File: config.mk
export PLATFORM = sky130hd
export DESIGN_NAME = nat_hz_check
export DESIGN_NICKNAME = d
export VERILOG_FILES = /design/src/rtl/nat_hz_pkg.sv /design/src/rtl/nat_hz_slot_dec.sv /design/src/rtl/nat_hz_pair.sv /design/src/rtl/nat_hz_check.sv
export SDC_FILE = /design/constraint.sdc
export NUM_CORES = 1
export LEC_CHECK = 0
export ABC_AREA = 0
export ABC_CLOCK_PERIOD_IN_PS = 1190
export BUFFER_PORTS_ARGS = -buffer_cell sky130_fd_sc_hd__buf_2
export CAP_MARGIN = 20
export CORE_MARGIN = 3
export CORE_UTILIZATION = 40
export CTS_CLUSTER_SIZE = 30
export DETAILED_ROUTE_END_ITERATION = 6
export GPL_TIMING_DRIVEN = 0
export PLACE_DENSITY = 0.69
export SYNTH_ARGS = -nofsm -noshare
export SYNTH_HDL_FRONTEND = slang
export SYNTH_SLANG_ARGS = --single-unit
export TNS_END_PERCENT = 10
File: constraint.sdc
create_clock -name clk -period 1.19 [get_ports clk]
set_input_delay 0.0595 -clock clk [delete_from_list [all_inputs] [get_ports clk]]
set_output_delay 0.0595 -clock clk [all_outputs]
set_load 0.005 [all_outputs]
File: src/rtl/nat_hz_pkg.sv
package nat_hz_pkg;
    typedef enum logic [2:0] {
        OP_OTHER = 3'd0,
        OP_SPILL = 3'd1,
        OP_FILL  = 3'd2,
        OP_MTO   = 3'd3,
        OP_MFROM = 3'd4
    } nat_op_e;

    typedef struct packed {
        logic spill;
        logic fill;
        logic mto;
        logic mfrom;
    } slot_role_t;

    typedef enum logic {
        S_IDLE   = 1'b0,
        S_REPORT = 1'b1
    } rpt_state_e;
endpackage

File: src/rtl/nat_hz_slot_dec.sv
module nat_hz_slot_dec
    import nat_hz_pkg::*;
(
    input  logic       valid,
    input  logic       pred,
    input  logic [2:0] op,
    output slot_role_t role
);
    logic live;

    always_comb begin
        live = valid & pred;
        role = '0;
        unique case (op)
            OP_SPILL: role.spill = live;
            OP_FILL:  role.fill  = live;
            OP_MTO:   role.mto   = live;
            OP_MFROM: role.mfrom = live;
            default:  role       = '0;
        endcase
    end
endmodule

File: src/rtl/nat_hz_pair.sv
module nat_hz_pair
    import nat_hz_pkg::*;
#(
    parameter int BITW = 6
) (
    input  slot_role_t      older,
    input  slot_role_t      younger,
    input  logic [BITW-1:0] older_bit,
    input  logic [BITW-1:0] younger_bit,
    output logic            raw,
    output logic            waw
);
    logic same_bit;
    logic bit_op_o, bit_op_y, move_o, move_y;
    logic mixed, write_pair;

    always_comb begin
        same_bit   = (older_bit == younger_bit);
        bit_op_o   = older.spill | older.fill;
        bit_op_y   = younger.spill | younger.fill;
        move_o     = older.mto | older.mfrom;
        move_y     = younger.mto | younger.mfrom;
        mixed      = (bit_op_o & move_y) | (move_o & bit_op_y);
        write_pair = (older.spill & younger.mto) | (older.mto & younger.spill);
        waw = (older.spill & younger.spill & same_bit) | (mixed & write_pair);
        raw = (older.spill & younger.fill & same_bit) | (mixed & ~write_pair);
    end
endmodule

File: src/rtl/nat_hz_check.sv
module nat_hz_check
    import nat_hz_pkg::*;
#(
    parameter int N_SLOTS  = 6,
    parameter int NAT_BITS = 64,
    localparam int BITW    = $clog2(NAT_BITS),
    localparam int IDXW    = (N_SLOTS > 1) ? $clog2(N_SLOTS) : 1
) (
    input  logic                    clk,
    input  logic                    rst_n,
    input  logic                    grp_strobe,
    input  logic [N_SLOTS-1:0]      slot_valid,
    input  logic [N_SLOTS-1:0]      slot_pred,
    input  logic [3*N_SLOTS-1:0]    slot_op,
    input  logic [BITW*N_SLOTS-1:0] slot_bit,
    output logic                    rpt_valid,
    output logic                    rpt_raw,
    output logic                    rpt_waw,
    output logic [IDXW-1:0]         rpt_older,
    output logic [IDXW-1:0]         rpt_younger
);
    slot_role_t role [N_SLOTS];
    logic [N_SLOTS-1:0] raw_m [N_SLOTS];
    logic [N_SLOTS-1:0] waw_m [N_SLOTS];

    for (genvar k = 0; k < N_SLOTS; k++) begin : g_dec
        nat_hz_slot_dec u_dec (
            .valid (slot_valid[k]),
            .pred  (slot_pred[k]),
            .op    (slot_op[3*k +: 3]),
            .role  (role[k])
        );
    end

    // raw_m[j][i] / waw_m[j][i]: conflict between older slot i and younger slot j
    for (genvar j = 0; j < N_SLOTS; j++) begin : g_young
        for (genvar i = 0; i < N_SLOTS; i++) begin : g_old
            if (i < j) begin : g_cmp
                nat_hz_pair #(.BITW(BITW)) u_pair (
                    .older       (role[i]),
                    .younger     (role[j]),
                    .older_bit   (slot_bit[BITW*i +: BITW]),
                    .younger_bit (slot_bit[BITW*j +: BITW]),
                    .raw         (raw_m[j][i]),
                    .waw         (waw_m[j][i])
                );
            end else begin : g_none
                assign raw_m[j][i] = 1'b0;
                assign waw_m[j][i] = 1'b0;
            end
        end
    end

    logic            any_raw, any_waw, found;
    logic [IDXW-1:0] pick_old, pick_young;

    always_comb begin
        any_raw    = 1'b0;
        any_waw    = 1'b0;
        found      = 1'b0;
        pick_old   = '0;
        pick_young = '0;
        for (int j = 0; j < N_SLOTS; j++) begin
            for (int i = 0; i < N_SLOTS; i++) begin
                any_raw = any_raw | raw_m[j][i];
                any_waw = any_waw | waw_m[j][i];
                if (!found && (raw_m[j][i] || waw_m[j][i])) begin
                    found      = 1'b1;
                    pick_old   = IDXW'(i);
                    pick_young = IDXW'(j);
                end
            end
        end
    end

    rpt_state_e state_q, state_d;

    always_comb begin
        unique case (state_q)
            S_IDLE:   state_d = grp_strobe ? S_REPORT : S_IDLE;
            S_REPORT: state_d = grp_strobe ? S_REPORT : S_IDLE;
            default:  state_d = S_IDLE;
        endcase
    end

    always_ff @(posedge clk or negedge rst_n) begin
        if (!rst_n) state_q <= S_IDLE;
        else        state_q <= state_d;
    end

    always_ff @(posedge clk or negedge rst_n) begin
        if (!rst_n) begin
            rpt_raw     <= 1'b0;
            rpt_waw     <= 1'b0;
            rpt_older   <= '0;
            rpt_younger <= '0;
        end else if (grp_strobe) begin
            rpt_raw     <= any_raw;
            rpt_waw     <= any_waw;
            rpt_older   <= pick_old;
            rpt_younger <= pick_young;
        end
    end

    assign rpt_valid = (state_q == S_REPORT);
endmodule

==> impl_metrics.env <==
export IMPL_yosysTopAreaCell="xor2_1"
export IMPL_crit_type="input pin to register"
export IMPL_cp_common_cell="nand2_2"
export IMPL_setup_violations=8
export IMPL_hold_violations=0
export IMPL_numCtsBuffers=3
export IMPL_ant_nets=0
export IMPL_synth_top_flop_cell="dfrtp_1"
export IMPL_syn_nets=480
export IMPL_required_ps=1300
export IMPL_synthCells=411
export IMPL_synth_most_common_cell="xor2_1"
export IMPL_clk_latency_ps=230
export IMPL_antenna_found_initial=0
export IMPL_tritoncts="done"
export IMPL_powerDensity_nw_per_um2=446
export IMPL_layout_setup_ws_ps=-673
export IMPL_design_area_sq_um=3960
export IMPL_fin_crit_ps=1860
export IMPL_track_usage_pct=24.4
export IMPL_place_congestion=0.997
export IMPL_hold_path_class="input pin to register"
export IMPL_grt_ovfl_total=0
export IMPL_dp_hpwl_mm=8.15
export IMPL_clock_skew_ps=0
export IMPL_die_w_um=92.2
export IMPL_maxSlewViolCount=0
export IMPL_wl_mm=10.7
export IMPL_avgSynthCellArea_sq_um=7.24
export IMPL_synth_cell_types=64
export IMPL_synth_edff_count=0
export IMPL_finalCritPeriodShare_pct=157
export IMPL_synth_seq_cells=9
export IMPL_grt_pass1_wl_mm=16.8
export IMPL_start_kind="input pin"
export IMPL_rsz0062_at_grt="true"
export IMPL_routedWlPerCell_um=18.7
export IMPL_die_area_sq_um=8510
export IMPL_ys_seq_area_share_pct=7.57
export IMPL_num_rows=30
export IMPL_multiInputGateArea_sq_um=2810
export IMPL_start_util_pct=42.6
export IMPL_worst_pin_slew_ps=540
export IMPL_nets=549
export IMPL_vias=3448
export IMPL_crit_buf_inv=1
export IMPL_relSlewSlack_pct=63.7
export IMPL_worst_setup_path_end_kind="register"
export IMPL_clock_path_buffers=2
export IMPL_slowest_delay_ps=550
export IMPL_ys_warn_count=0
export IMPL_synthTopCellsByCount="xor2_1, xnor2_1, nor2_1"
export IMPL_critPathLaunch="slot_op[11]"
export IMPL_status="complete, but fails checks"
export IMPL_irDropWorstVdd_uv=195
export IMPL_final_fill_count=689
export IMPL_hold_start="grp_strobe"
export IMPL_grt_pass1_vias=3411
export IMPL_port_buffers=41
export IMPL_synth_top_cell_area_share_pct=16.8
export IMPL_leakage_nw=1.56
export IMPL_htreeDepth=1
export IMPL_syn_area_sq_um=2970
export IMPL_drv_cap=0
export IMPL_grt_max_degree=11
export IMPL_synthArstFlopShare_pct=100
export IMPL_drcViolationCount=0
export IMPL_drive_gt1_share_pct=35.1
export IMPL_post_route_util_pct=56.7
export IMPL_crit_family="simple AND/OR/NAND/NOR gates"
export IMPL_dr_pass1_iters=7
export IMPL_arrival_ps=1970
export IMPL_clkTransAtPathRegs_ps=40
export IMPL_clock_sinks=9
export IMPL_crit_fanout=4
export IMPL_violations="negative setup slack"
export IMPL_register_area_sq_um=225
export IMPL_synth_area_leaders="xor2_1, xnor2_1, dfrtp_1, buf_2, nor2_1"
export IMPL_fmax_mhz=537
export IMPL_via_per_inst=6.00
export IMPL_cts_root_buf="clkbuf_8"
export IMPL_core_sq_um=6980
export IMPL_ios=78
export IMPL_area_delta_synth_final_pct=33.0
export IMPL_worst_r2r_startpoint="rpt_older[0]"
export IMPL_dpl_cell_area_sq_um=3400
export IMPL_drt_iter0_markers=288
export IMPL_crit_slowest_cell="or4_4"
export IMPL_cp_cell_sequence="buf_6, nand4b_1, or3_4, nand2_2, nand2_2, or4_4, nor4_2, a31oi_1"
export IMPL_fp_dieH_um=92.2
export IMPL_diodes=0
[sequential cells by signal (all words and copies together) (netlist names)]
signal	count
rpt_waw	1
rpt_raw	1
rpt_valid	1
rpt_younger	3
rpt_older	3
[metrics by stage]
stage	std cells	total power [W]	worst slack, ps	setup TNS (ps)	hold slack, ps
global route	575	0.00189	-749	-4990	226
floorplan	411	0.00102	-631	-4240	-236
global placement	548	0.00125	-1100	-7790	-84.0
CTS	571	0.00174	-625	-4130	192
finish	575	0.00177	-673	-4360	192
detailed placement	548	0.00127	-1090	-7830	-79.7
[repair_timing]
action                     in CTS  in global routing
resized for setup              57                 27
setup buffers                  18                  4
setup endpoints to repair       8                  8
pin swaps                      22                  8
hold buffers                    2                  0
hold endpoints to repair       10                  0
[layer usage]
layer | routed length (um) | track usage, % | vias to the layer above
met5 | 0 | 0 | -
met4 | 481 | 11.6 | 0
met3 | 736 | 3.28 | 40
met2 | 5130 | 41.8 | 194
met1 | 4380 | 30.0 | 1587
li1 | - | - | 1627
[power breakdown]
| group | switching, W | internal [W] |
|---|---|---|
| registers | 0.00000895 | 0.000328 |
| logic | 0.000588 | 0.000489 |
| clock network | 0.000119 | 0.000233 |
| total | 0.000716 | 0.00105 |
[worst paths after layout]
path | endpoint | slack (ps) | cells past startpoint
min in group asynchronous | rpt_younger[2] | 200 | 2
hold / removal | rpt_older[1] | 190 | 3
hold reg to reg | rpt_older[2] | 470 | 1
setup reg to reg | rpt_older[0] | 290 | 3
setup / recovery | rpt_raw | -670 | 8
max in group asynchronous | rpt_raw | 810 | 2
[cell usage in the layout, fill, tap and decap left out, drive strengths merged, types with 7 or more instances in the layout]
master  count
nand3      10
clkbuf     25
o22ai      15
xor2       57
nor3        8
nor4       18
a21oi       8
buf        87
nand4b      8
and3b       8
nor2       29
o21ai      10
xnor2      54
nand2      21
dfrtp       9
inv         7
nand4      14
[worst register-to-register path: stages (launching register included)]
cell	delay, ps
dfrtp_1	370
nand2_1	90
a21boi_0	230
a22oi_2	80
[final cells by class]
class                   count  share of cell area, %
clock buffers               4                   1.14
repair buffers             65                   10.3
flip-flops and latches      9                   5.69
well taps                  96                   3.04
multi-input cells         349                   70.9
inverters                   7                  0.664
plain buffers              45                   8.29
[kinds of logic after synthesis]
logic type / after synthesis / share of synthesized area, %
AND/OR/NAND/NOR: 156 / 31.9
XOR/XNOR: 111 / 32.7
AO/OA/AOI/OAI: 82 / 20.1
buffers and inverters: 53 / 7.70
flip-flops: 9 / 7.57
Note: power is estimated with default switching activity, not from simulation.
